### config.mk
export PLATFORM = sky130hd
export DESIGN_NAME = blkdma_chan
export DESIGN_NICKNAME = d
export VERILOG_FILES = /design/src/rtl/blkdma_pkg.sv /design/src/rtl/blkdma_step.sv /design/src/rtl/blkdma_regs.sv /design/src/rtl/blkdma_engine.sv /design/src/rtl/blkdma_chan.sv
export SDC_FILE = /design/constraint.sdc
export NUM_CORES = 1
export LEC_CHECK = 0
export ABC_AREA = 1
export BUFFER_PORTS_ARGS = -buffer_cell sky130_fd_sc_hd__buf_2
export CORE_MARGIN = 2
export CORE_UTILIZATION = 45
export DETAILED_ROUTE_END_ITERATION = 12
export GPL_ROUTABILITY_DRIVEN = 0
export PLACE_DENSITY = 0.74
export RECOVER_POWER = 50
export SYNTH_ARGS = -nofsm -noshare
export SYNTH_HDL_FRONTEND = slang
export SYNTH_HIERARCHICAL = 1
export SYNTH_SLANG_ARGS = --single-unit
export TNS_END_PERCENT = 50
### constraint.sdc
create_clock -name clk -period 9.1 [get_ports clk]
set_clock_uncertainty 0.2 [all_clocks]
set_input_delay 1.365 -clock clk [delete_from_list [all_inputs] [get_ports clk]]
set_output_delay 1.365 -clock clk [all_outputs]
set_load 0.1 [all_outputs]
### src/rtl/blkdma_pkg.sv
package blkdma_pkg;

    localparam int REG_W   = 32;
    localparam int LEN_W   = 16;
    localparam int REQ_N   = 16;
    localparam int SEL_W   = $clog2(REQ_N);
    localparam int UNITS_W = LEN_W + 1;

    localparam logic [2:0] OFS_SRC  = 3'd0;
    localparam logic [2:0] OFS_DST  = 3'd1;
    localparam logic [2:0] OFS_LENH = 3'd2;
    localparam logic [2:0] OFS_LENL = 3'd3;
    localparam logic [2:0] OFS_CNT  = 3'd4;
    localparam logic [2:0] OFS_MODE = 3'd5;
    localparam logic [2:0] OFS_CTRL = 3'd6;

    typedef enum logic [1:0] {
        STEP_HOLD  = 2'b00,
        STEP_INC   = 2'b01,
        STEP_DEC   = 2'b10,
        STEP_HOLD2 = 2'b11
    } step_e;

    typedef enum logic [1:0] {
        UNIT_BYTE  = 2'b00,
        UNIT_HALF  = 2'b01,
        UNIT_FULL  = 2'b10,
        UNIT_FULL2 = 2'b11
    } unit_e;

    typedef struct packed {
        logic             req_clr;
        logic             end_ie;
        logic [SEL_W-1:0] sel;
        logic             blk_dst;
        unit_e            unit;
        step_e            dstep;
        step_e            sstep;
    } mode_t;

    localparam int MODE_W = $bits(mode_t);

    typedef enum logic [1:0] {
        ST_IDLE = 2'd0,
        ST_RD   = 2'd1,
        ST_WR   = 2'd2
    } st_e;

    function automatic logic [2:0] unit_bytes(unit_e u);
        case (u)
            UNIT_BYTE: return 3'd1;
            UNIT_HALF: return 3'd2;
            default:   return 3'd4;
        endcase
    endfunction

endpackage

### src/rtl/blkdma_step.sv
module blkdma_step
    import blkdma_pkg::*;
#(
    parameter int AW = 32
) (
    input  logic [AW-1:0] cur,
    input  step_e         mode,
    input  unit_e         unit,
    output logic [AW-1:0] nxt
);
    logic [AW-1:0] delta;

    always_comb begin
        delta = AW'(unit_bytes(unit));
        case (mode)
            STEP_INC: nxt = cur + delta;
            STEP_DEC: nxt = cur - delta;
            default:  nxt = cur;
        endcase
    end
endmodule

### src/rtl/blkdma_regs.sv
module blkdma_regs
    import blkdma_pkg::*;
#(
    parameter int AW = 32,
    parameter int CW = 16
) (
    input  logic             clk,
    input  logic             rst,
    input  logic             reg_we,
    input  logic [2:0]       reg_addr,
    input  logic [REG_W-1:0] reg_wdata,
    output logic [REG_W-1:0] reg_rdata,
    input  logic             upd,
    input  logic [AW-1:0]    src_n,
    input  logic [AW-1:0]    dst_n,
    input  logic             blk_done,
    input  logic             fin,
    output logic [AW-1:0]    src_q,
    output logic [AW-1:0]    dst_q,
    output logic [LEN_W-1:0] len_q,
    output logic [CW-1:0]    cnt_q,
    output mode_t            mode_q,
    output logic             te_q,
    output logic             me_q,
    output logic             irq_q
);
    always_ff @(posedge clk) begin
        if (rst) begin
            src_q  <= '0;
            dst_q  <= '0;
            len_q  <= '0;
            cnt_q  <= '0;
            mode_q <= '0;
            te_q   <= 1'b0;
            me_q   <= 1'b0;
            irq_q  <= 1'b0;
        end else begin
            if (reg_we) begin
                case (reg_addr)
                    OFS_SRC:  src_q  <= reg_wdata[AW-1:0];
                    OFS_DST:  dst_q  <= reg_wdata[AW-1:0];
                    OFS_LENH: len_q[15:8] <= reg_wdata[7:0];
                    OFS_LENL: len_q[7:0]  <= reg_wdata[7:0];
                    OFS_CNT:  cnt_q  <= reg_wdata[CW-1:0];
                    OFS_MODE: mode_q <= mode_t'(reg_wdata[MODE_W-1:0]);
                    OFS_CTRL: begin
                        te_q  <= reg_wdata[0];
                        me_q  <= reg_wdata[1];
                        irq_q <= 1'b0;
                    end
                    default: ;
                endcase
            end
            if (upd) begin
                src_q <= src_n;
                dst_q <= dst_n;
            end
            if (blk_done) cnt_q <= cnt_q - 1'b1;
            if (fin) begin
                te_q <= 1'b0;
                if (mode_q.end_ie) irq_q <= 1'b1;
            end
        end
    end

    always_comb begin
        case (reg_addr)
            OFS_SRC:  reg_rdata = REG_W'(src_q);
            OFS_DST:  reg_rdata = REG_W'(dst_q);
            OFS_LENH: reg_rdata = REG_W'(len_q[15:8]);
            OFS_LENL: reg_rdata = REG_W'(len_q[7:0]);
            OFS_CNT:  reg_rdata = REG_W'(cnt_q);
            OFS_MODE: reg_rdata = REG_W'(mode_q);
            OFS_CTRL: reg_rdata = REG_W'({me_q, te_q});
            default:  reg_rdata = '0;
        endcase
    end
endmodule

### src/rtl/blkdma_engine.sv
module blkdma_engine
    import blkdma_pkg::*;
#(
    parameter int AW = 32,
    parameter int DW = 32,
    parameter int CW = 16
) (
    input  logic             clk,
    input  logic             rst,
    input  logic [REQ_N-1:0] req_in,
    input  mode_t            mode_q,
    input  logic [LEN_W-1:0] len_q,
    input  logic [CW-1:0]    cnt_q,
    input  logic             te_q,
    input  logic             me_q,
    input  logic [AW-1:0]    src_q,
    input  logic [AW-1:0]    dst_q,
    input  logic [DW-1:0]    mem_rdata,
    output logic             mem_rd,
    output logic             mem_wr,
    output logic [AW-1:0]    mem_addr,
    output logic [1:0]       mem_size,
    output logic [DW-1:0]    mem_wdata,
    output logic             upd,
    output logic [AW-1:0]    src_n,
    output logic [AW-1:0]    dst_n,
    output logic             blk_done,
    output logic             fin,
    output logic [REQ_N-1:0] act_clr,
    output logic             cpu_req
);
    st_e                st;
    logic [UNITS_W-1:0] units;
    logic               pend;
    logic [DW-1:0]      dbuf;
    logic [AW-1:0]      anchor;
    logic [AW-1:0]      src_step, dst_step;
    logic               hit, go, last;

    blkdma_step #(.AW(AW)) u_src_step (
        .cur(src_q), .mode(mode_q.sstep), .unit(mode_q.unit), .nxt(src_step)
    );
    blkdma_step #(.AW(AW)) u_dst_step (
        .cur(dst_q), .mode(mode_q.dstep), .unit(mode_q.unit), .nxt(dst_step)
    );

    assign hit  = req_in[mode_q.sel];
    assign go   = (st == ST_IDLE) && te_q && me_q && (cnt_q != '0) && (hit || pend);
    assign last = (units == UNITS_W'(1));

    always_ff @(posedge clk) begin
        if (rst) begin
            st     <= ST_IDLE;
            units  <= '0;
            pend   <= 1'b0;
            dbuf   <= '0;
            anchor <= '0;
        end else begin
            if (st != ST_IDLE && hit) pend <= 1'b1;
            case (st)
                ST_IDLE: if (go) begin
                    st     <= ST_RD;
                    units  <= (len_q == '0) ? (UNITS_W'(1) << LEN_W) : UNITS_W'(len_q);
                    anchor <= mode_q.blk_dst ? dst_q : src_q;
                    pend   <= 1'b0;
                end
                ST_RD: begin
                    dbuf <= mem_rdata;
                    st   <= ST_WR;
                end
                ST_WR: begin
                    units <= units - 1'b1;
                    st    <= last ? ST_IDLE : ST_RD;
                end
                default: st <= ST_IDLE;
            endcase
            if (fin) pend <= 1'b0;
        end
    end

    always_comb begin
        mem_rd    = (st == ST_RD);
        mem_wr    = (st == ST_WR);
        mem_addr  = mem_rd ? src_q : dst_q;
        mem_size  = mode_q.unit;
        mem_wdata = dbuf;
        upd       = mem_wr;
        blk_done  = mem_wr && last;
        fin       = blk_done && (cnt_q == CW'(1));
        src_n     = (blk_done && !mode_q.blk_dst) ? anchor : src_step;
        dst_n     = (blk_done &&  mode_q.blk_dst) ? anchor : dst_step;
        act_clr   = (go && mode_q.req_clr) ? (REQ_N'(1) << mode_q.sel) : '0;
        cpu_req   = go && !mode_q.req_clr;
    end
endmodule

### src/rtl/blkdma_chan.sv
module blkdma_chan
    import blkdma_pkg::*;
#(
    parameter int ADDR_W = 32,
    parameter int DATA_W = 32,
    parameter int CNT_W  = 16
) (
    input  logic              clk,
    input  logic              rst,
    input  logic              reg_we,
    input  logic [2:0]        reg_addr,
    input  logic [31:0]       reg_wdata,
    output logic [31:0]       reg_rdata,
    input  logic [15:0]       req_in,
    output logic [15:0]       act_clr,
    output logic              cpu_req,
    output logic              end_irq,
    output logic              mem_rd,
    output logic              mem_wr,
    output logic [ADDR_W-1:0] mem_addr,
    output logic [1:0]        mem_size,
    output logic [DATA_W-1:0] mem_wdata,
    input  logic [DATA_W-1:0] mem_rdata
);
    logic [ADDR_W-1:0] src_q, dst_q, src_n, dst_n;
    logic [LEN_W-1:0]  len_q;
    logic [CNT_W-1:0]  cnt_q;
    mode_t             mode_q;
    logic              te_q, me_q, irq_q;
    logic              upd, blk_done, fin;

    blkdma_regs #(.AW(ADDR_W), .CW(CNT_W)) u_regs (
        .clk(clk), .rst(rst),
        .reg_we(reg_we), .reg_addr(reg_addr), .reg_wdata(reg_wdata), .reg_rdata(reg_rdata),
        .upd(upd), .src_n(src_n), .dst_n(dst_n), .blk_done(blk_done), .fin(fin),
        .src_q(src_q), .dst_q(dst_q), .len_q(len_q), .cnt_q(cnt_q), .mode_q(mode_q),
        .te_q(te_q), .me_q(me_q), .irq_q(irq_q)
    );

    blkdma_engine #(.AW(ADDR_W), .DW(DATA_W), .CW(CNT_W)) u_eng (
        .clk(clk), .rst(rst), .req_in(req_in),
        .mode_q(mode_q), .len_q(len_q), .cnt_q(cnt_q), .te_q(te_q), .me_q(me_q),
        .src_q(src_q), .dst_q(dst_q), .mem_rdata(mem_rdata),
        .mem_rd(mem_rd), .mem_wr(mem_wr), .mem_addr(mem_addr), .mem_size(mem_size),
        .mem_wdata(mem_wdata), .upd(upd), .src_n(src_n), .dst_n(dst_n),
        .blk_done(blk_done), .fin(fin), .act_clr(act_clr), .cpu_req(cpu_req)
    );

    assign end_irq = irq_q;
endmodule

* After elaboration in Yosys (flattened, before gate mapping)
Cells that the tools add are included.
** Cells by class
- Shifts and indexed selects :: 1
- Equality and inequality tests :: 18
- Multipliers :: 0
- Bitwise operators :: 0
- Multiplexer cells :: 33
- $lt $le $gt $ge :: 1
- Reduce and logical (&&, ||, !) cells :: 36
- Add/sub/neg operators :: 6
- Divide/modulo/power cells :: 0
** Operator list (count)
- $mux W32 :: 10
- $pmux W32 S7 :: 1
- $pmux W32 S2 :: 2
- $add A32 B3 Y32 :: 2
- $mux W16 :: 4
- $sub A32 B3 Y32 :: 2
- $mux W17 :: 2
- $pmux W17 S2 :: 1
- $eq A17 B1 Y1 const B :: 1
- $sub A17 B1 Y17 const B :: 1
- $eq A16 B1 Y1 const B :: 1
- $logic_not A16 Y1 :: 1
- $reduce_bool A16 Y1 :: 1
- $shl A1 B4 Y16 const A :: 1
- $sub A16 B1 Y16 const B :: 1
- $reduce_and A2 Y1 :: 7
- $reduce_bool A2 Y1 :: 7
- $logic_and A1 B1 Y1 :: 11
- $eq A3 B3 Y1 const B :: 3
- $mux W1 :: 9
- $eq A2 B1 Y1 const B :: 4
- $ne A4 B1 Y1 const B :: 2
- $eq A2 B2 Y1 const B :: 3
- $eq A3 B2 Y1 const B :: 2
- other kinds (13) :: 16
** Word-level totals
- Logic and storage cells :: 115
- Register bits :: 196
- Bits in writable memories :: 0
- Memories :: 0
- Bits in read-only memories :: 0
- Output and inout bits :: 118
- Input bits :: 86
- Latch bits :: 0

* Depth between registers and ports, before layout
Gate-level depths: netlist (run 1).
- Depth after elaboration :: 7
- Depth in mapped cells :: 20

* Modules after synthesis
The synthesis (run 1) kept the hierarchy.
** Modules (own cells, without submodules)
- blkdma_engine :: cells an instance 950, area an instance 5813.1 µm², times used 1
- blkdma_regs :: cells an instance 828, area an instance 5599.1 µm², times used 1
- blkdma_step at u_eng.u_dst_step :: cells an instance 594, area an instance 2856.5 µm², times used 1
- blkdma_step at u_eng.u_src_step :: cells an instance 597, area an instance 2820.2 µm², times used 1

* Worst setup path after synthesis (run 1)
OpenSTA, ideal clock, no wires.
- Kind :: in2out
- From :: in req_in[1]
- To :: out act_clr[10]
- Setup slack :: 4108 ps
- Arrival time :: 3427 ps
- Cell stages on the path :: 11
- Data required time :: 7535 ps
- Cells stage by stage :: nand2_1 -> nand2_1 -> nand2_1 -> nand3_1 -> nand3_1 -> nand3_1 -> nand2_2 -> buf_6 -> nor2_4 -> nand2_2 -> nor2_1
** On the way
- Cells in the longest elaborated chain, start to end :: 6
** RTL lines
- start: declaration :: RTL line blkdma_chan.sv:14 : input logic [15:0] req_in,
- $bmux W1 S4 :: RTL line blkdma_engine.sv:47 : assign hit = req_in[mode_q.sel];
- $mux W1 (not written as such) :: RTL line blkdma_engine.sv:47
- $logic_or A1 B1 Y1 :: RTL line blkdma_engine.sv:48 : assign go = (st == ST_IDLE) && te_q && me_q && (cnt_q != '0) && (hit || pend);
- $logic_and A1 B1 Y1 :: RTL line blkdma_engine.sv:48
- $logic_and A1 B1 Y1 :: RTL line blkdma_engine.sv:92 : act_clr = (go && mode_q.req_clr) ? (REQ_N'(1) << mode_q.sel) : '0;
- $mux W16 :: RTL line blkdma_engine.sv:92
- end: declaration :: RTL line blkdma_chan.sv:15 : output logic [15:0] act_clr,
No other way between the ends. The select of a mux whose other input is x is not followed.

* Final worst setup path (run 1)
- From :: in rst
- To :: reg u_eng.anchor[25]
** RTL lines
- start: declaration :: RTL line blkdma_chan.sv:9 : input logic rst,
- end signal: assignment :: RTL line blkdma_engine.sv:64 : anchor <= mode_q.blk_dst ? dst_q : src_q;
- end: declaration :: RTL line blkdma_engine.sv:36 : logic [AW-1:0] anchor;
No word-level cell between the ends.

==> results of run 1 <==
## worst register-to-register path: stages (launching register included)
cell and delay (ns):
dfxtp_1 0.47, clkinv_1 0.11, nor2_1 1.03, clkinvlp_2 1.44
nor3_1 0.47, clkbuf_1 0.96, nand2_4 0.78, nand2_1 0.37
o21ai_1 0.10, a32oi_1 0.20, a21oi_1 0.09
## power by group through the flow
stage	clock network (mW)	logic [mW]	registers (mW)
after floorplan	0	0.192	0.900
after global placement	0	0.258	0.913
after detailed placement	0	0.259	0.913
after CTS	0.771	0.260	0.893
after global routing	0.806	0.289	0.895
final	0.765	0.265	0.894
## registers in the layout, indices dropped and copies added, names as in the netlist
register and flops:
u_eng/anchor 32, u_eng/mem_wdata 32, u_regs/dst_q 32, u_regs/src_q 32
u_eng/units 17, u_regs/cnt_q 16, u_regs/len_q 16, u_regs/mode_q 13
u_eng/st 2, u_eng/pend 1, u_regs/irq_q 1, u_regs/me_q 1
u_regs/te_q 1
## cells by family after synthesis
kind of cell	synth area share
compound gates	0.183
xor+xnor	0.0144
fa+ha+maj	0.0529
flops	0.230
mux	0.000586
simple gates	0.390
buf+inv	0.130
## cell type report
type                       instances  area [um^2]
tap                              511          639
multi-input combinational       2243        10900
clock inverter                    14          155
fill                            4046        18800
timing repair buffer             216         1060
inverter                         405         1520
sequential                       196         3930
clock buffer                      18          439
## per-stage QoR
stage / cell area, um^2 / hold slack (ns) / utilization / setup slack (ns)
after CTS: 18700 / 0.267 / 0.500 / 4.13
after detailed placement: 18200 / 0.256 / 0.484 / 4.12
after global routing: 18700 / 0.281 / 0.498 / 2.12
after floorplan: 17100 / 0.239 / - / 4.11
after global placement: 18200 / 0.253 / 0.484 / 4.11
final: 18700 / 0.267 / 0.498 / 2.43
## per-layer routing
layer  vias to the layer above  track usage  share of wire
met5                         -            0              0
met4                         0        0.104          0.034
met3                       135       0.0424          0.099
met2                       957        0.414           0.42
met1                      8760        0.416           0.45
li1                       9635            -              -
## cell usage in the layout (no fill, tap or decap), types with 4 or more instances in the layout
cell	netlist	final
inv_8	0	5
o22ai_1	6	6
clkinv_1	3	4
o211ai_1	4	4
or2_2	7	7
nand2_1	1086	1086
nand3_1	151	151
xnor2_1	23	23
nand4_1	16	16
o2111ai_1	7	7
nor2_2	12	13
nor4_1	7	7
clkbuf_16	0	17
a21oi_1	179	179
buf_4	10	10
a22o_1	16	16
o21ai_2	52	51
nor2_4	8	7
inv_1	384	384
a31oi_1	40	40
inv_2	17	16
ha_1	69	69
dfxtp_1	196	195
nand2_2	24	24
nor3_1	11	12
nor2_1	269	269
a22oi_1	17	17
buf_2	29	166
nand3b_1	6	6
nand3_2	9	9
o21bai_1	7	7
o21ai_0	146	150
a32oi_1	13	13
xor2_1	5	5
o21ai_1	29	26
clkbuf_1	65	40
## worst max path at each step
stage / startpoint / end
after floorplan: req_in[1] / act_clr[10]
after global placement: reg_addr[2] / reg_rdata[1]
after detailed placement: reg_addr[0] / reg_rdata[1]
after CTS: reg_addr[0] / reg_rdata[1]
after global routing: u_eng/st[1] / u_regs/src_q[12]
final: rst / u_eng/anchor[25]
==> qor.yml, run 1 <==
yosysTopAreaCell: "nand2_1"
cts_setup_buffers: 0
grt_pass1_vias: 16500
critPathMaxFanout: 93
grt_usage: 0.283
die-area_um2: 39500
internal_power_mw: 1.32
whs_path_depth: 2
die_h_um: 199
stdcell_count: 3603
rsz0062_at_grt: "false"
ctsResizeCount: 0
grt_pass1_wl_um: 88700
ioPinCount: 204
swShare: 0.313
leakagePower_nw: 8.95
synth.net_count: 3126
wirelength_um: 57400
initial_utilization: 0.456
relSlewSlack: -1.90
drc: 0
ys_top_cells_by_count: "nand2_1 (1086), inv_1 (384), nor2_1 (269)"
end_kind: "flip-flop"
irDropWorstVdd_v: 0.000123
dr.pass1.iters: 6
cp.arrival_ns: 6.59
syn_inst: 2969
syn_area_um2: 17100
yosysWarnings: 6
grt_max_degree: 97
synth_cell_types: 53
async_flop_share: 0
dr_total_vias: 19500
crit_type: "in -> reg"
cts_buffers: 17
cp_top_family: "buffers and inverters"
required_ns: 9.01
areaGrowthSynthToFinish_pct: 9.21
port_buffers: 203
violations: "max-capacitance violations, max-slew violations"
core_um2: 37500
worst_pin_slew_ns: 4.36
drive_above_1_share: 0.113
hpwl_um: 43100
grt_antenna_before_repair: 0
syn-mean-instance-area_um2: 5.76
crit_buf_inv: 2
finalHoldViolCount: 0
wl_per_cell_um: 15.9
cp_slowest_stage_delay_ns: 3.17
synthFlopType: "dfxtp_1"
hp-class: "reg -> reg"
power_mw: 1.92
status: "finished with violations"
r2r_start: "u_eng/st[1]"
netlist.area_leader.share: 0.239
p_clk_frac: 0.397
slew_violations: 199
reg2reg_to: "u_regs/dst_q[10]"
cts_tree: "done"
ys_seq_area_frac: 0.230
ant_nets: 0
cp.depth: 3
fin_crit_ns: 6.67
p_per_area_nw_per_um2: 103
cts.reportedPaths.clkPinSlew_ns: 0.08
r2r_slack_ns: 2.58
n_antenna_cell: 0
htreeDepth: 4
synth_edf_count: 0
drt_iter0_drc: 2497
seqPwrFrac: 0.465
path_common_cell: "clkbuf_1"
clock_path_buffers: 2
setup.worst_path.start_class: "input pin"
setup_viol: 0
maxCapViolations: 3
fp.dieW_um: 199
clock_sinks: 196
hold_end: "u_eng/anchor[15]"
synthTopCellsByArea: "nand2_1 (24%), dfxtp_1 (23%), inv_1 (8.4%), nor2_1 (5.9%), a21oi_1 (5.2%)"
clk_latency_ns: 0.45
dp.cells: 3571
finalCritPeriodShare: 0.733
path_cells: "clkbuf_1 > clkbuf_1 > a21oi_1"
ys_seq_elements: 196
holdBufCountCts: 0
viasPerCell: 5.41
tns_ns: 0
yosysMostFrequentCell: "nand2_1"
cp_slowest_cell: "clkbuf_1"
num-nets-final: 3236
p_sw_mw: 0.603
hp-start: "u_eng/anchor[15]"
fmax_mhz: 150
root_buffer: "clkbuf_16"
gr-total-overflow: 0
pwr-share-comb: 0.138
placementRows: 71
worstRegToRegCells: 10
Power figures use the tool's default switching activity.
==> inputs of run 2 (changes only) <==
--- a/config.mk
+++ b/config.mk
@@ -11,7 +11,7 @@
 export CORE_UTILIZATION = 45
 export DETAILED_ROUTE_END_ITERATION = 12
 export GPL_ROUTABILITY_DRIVEN = 0
-export PLACE_DENSITY = 0.74
+export PLACE_DENSITY = 0.77
 export RECOVER_POWER = 50
 export SYNTH_ARGS = -nofsm -noshare
 export SYNTH_HDL_FRONTEND = slang
==> constraint.sdc (replaced) <==
create_clock -name clk -period 5.9 [get_ports clk]
set_clock_uncertainty 0.2 [all_clocks]
set_input_delay 0.885 -clock clk [delete_from_list [all_inputs] [get_ports clk]]
set_output_delay 0.885 -clock clk [all_outputs]
set_load 0.1 [all_outputs]
==> run 2 against run 1 <==
  * Sequential share of layout area about the same
  * Power rose by 53%
  * Final area about the same
  * Core utilization barely moved
  * Non-clock buffer count up 2
  * First-iteration DRC count fell by 1.5%
  * The flow still finishes with violations (max-capacitance violations, max-slew violations)
==> qor.yml, run 2 (same netlist as run 1, synthesis figures left out) <==
finalHoldViolCount: 0  # unchanged
worst_pin_slew_ns: 1.66  # -2.69 ns
cts_setup_buffers: 0  # unchanged
cts_buffers: 17  # unchanged
cts_tree: "done"
ioPinCount: 204  # unchanged
rsz0062_at_grt: "false"
grt_pass1_wl_um: 88100  # -0.60%
leakagePower_nw: 8.95  # about the same
drive_above_1_share: 0.111  # -0.00165
drc: 0  # unchanged
p_per_area_nw_per_um2: 158  # +53%
wirelength_um: 56500  # -1.5%
die-area_um2: 39500  # unchanged
swShare: 0.301  # -0.0118
relSlewSlack: -0.110  # +1.79
grt_usage: 0.280  # -0.00335
status: "finished with violations"
num-nets-final: 3238  # +0.062%
final_cell_mix: "nand2_1 (1086), inv_1 (388), nor2_1 (271), dfxtp_1 (195), a21oi_1 (179)"
placementRows: 71  # unchanged
ctsResizeCount: 0  # unchanged
cp.arrival_ns: 4.86  # -1.73 ns
p_clk_frac: 0.395  # -0.002
dr.pass1.iters: 6  # unchanged
grt_antenna_before_repair: 1  # +1
setup.worst_path.start_class: "flip-flop"
required_ns: 6.00  # -3.01 ns
final_common_cell: "nand2_1"
holdBufCountCts: 0  # unchanged
drt_iter0_drc: 2460  # -1.5%
p_sw_mw: 0.889  # +48%
fp.dieW_um: 199  # unchanged
wl_per_cell_um: 15.7  # -1.6%
slew_violations: 95  # -52%
cts.reportedPaths.clkPinSlew_ns: 0.08  # about the same
gr-total-overflow: 0  # unchanged
setup_viol: 0  # unchanged
irDropWorstVdd_v: 0.000237  # +93%
critPathMaxFanout: 64  # -31%
root_buffer: "clkbuf_16"
violations: "max-capacitance violations, max-slew violations"
hpwl_um: 42900  # -0.38%
dr_total_vias: 19300  # -0.76%
clock_path_buffers: 2  # unchanged
end_kind: "flip-flop"
crit_type: "reg -> reg"
finalCritPeriodShare: 0.807
fmax_mhz: 210
pwr-share-comb: 0.138  # about the same
areaGrowthSynthToFinish_pct: 9.14  # about the same
clock_sinks: 196  # unchanged
port_buffers: 203  # unchanged
fin_crit_ns: 4.76
tns_ns: 0  # unchanged
maxCapViolations: 2  # -1
hp-class: "reg -> reg"
internal_power_mw: 2.06  # +56%
ant_nets: 0  # unchanged
seqPwrFrac: 0.467  # +0.002
finalHoldWorstSlack_ns: 0.267  # +0.00000700 ns
viasPerCell: 5.36  # -0.82%
clk_latency_ns: 0.46  # about the same
die_h_um: 199  # unchanged
grt_pass1_vias: 16500  # +0.29%
grt_max_degree: 98  # +1.0%
initial_utilization: 0.456  # unchanged
htreeDepth: 4  # unchanged
core_um2: 37500  # unchanged
## run 2: power groups by stage
stage                     clock network (mW)  logic (mW)  registers, mW
after floorplan                            0       0.296           1.39
after global placement                     0       0.395           1.41
after detailed placement                   0       0.398           1.41
after CTS                               1.18       0.400           1.38
after global routing                    1.23       0.445           1.38
final                                   1.17       0.407           1.38
## run 2: cell type report
type,instances,area (um^2)
Sequential cell,196,3930
Fill cell,3998,18800
Antenna cell,1,2.50
Tap cell,511,639
Clock buffer,20,447
Inverter,405,1530
Clock inverter,11,118
Timing Repair Buffer,218,1080
Multi-Input combinational cell,2243,10900
## run 2: final timing paths
path	start	endpoint	slack, ns	depth (start not counted)
max	u_eng/st[1]	u_regs/dst_q[9]	1.14	10
min	u_eng/anchor[28]	u_eng/anchor[28]	0.27	2
max reg2reg	u_eng/st[1]	u_regs/dst_q[9]	1.14	10
min reg2reg	u_eng/anchor[28]	u_eng/anchor[28]	0.27	2
## run 2: metal layers
layer,up-vias,global-route usage,share of wire
li1,9642,-,-
met1,8656,0.407,0.45
met2,937,0.418,0.43
met3,103,0.0476,0.098
met4,0,0.0843,0.024
met5,-,0,0
## run 2: per-stage QoR
| stage | std cells | power [mW] | instance area (um^2) | setup slack [ns] | utilization |
|---|---|---|---|---|---|
| floorplan | 2969 | 1.68 | 17100 | 1.73 | - |
| global placement | 3573 | 1.80 | 18200 | 1.90 | 0.485 |
| detailed placement | 3573 | 1.80 | 18200 | 1.90 | 0.485 |
| CTS | 3604 | 2.95 | 18700 | 1.82 | 0.500 |
| global route | 3605 | 3.05 | 18700 | 0.821 | 0.498 |
| finish | 3605 | 2.95 | 18700 | 1.14 | 0.498 |
## run 2: worst max-delay path: stages (launching register included)
cell and delay [ns]:
dfxtp_1 0.39, clkinv_1 0.08, nor2_1 1.01, clkinv_4 0.52
nor3_1 0.39, buf_4 0.36, nand2_2 0.83, nand2_1 0.35
o21ai_1 0.10, a32oi_1 0.21, a21oi_1 0.10
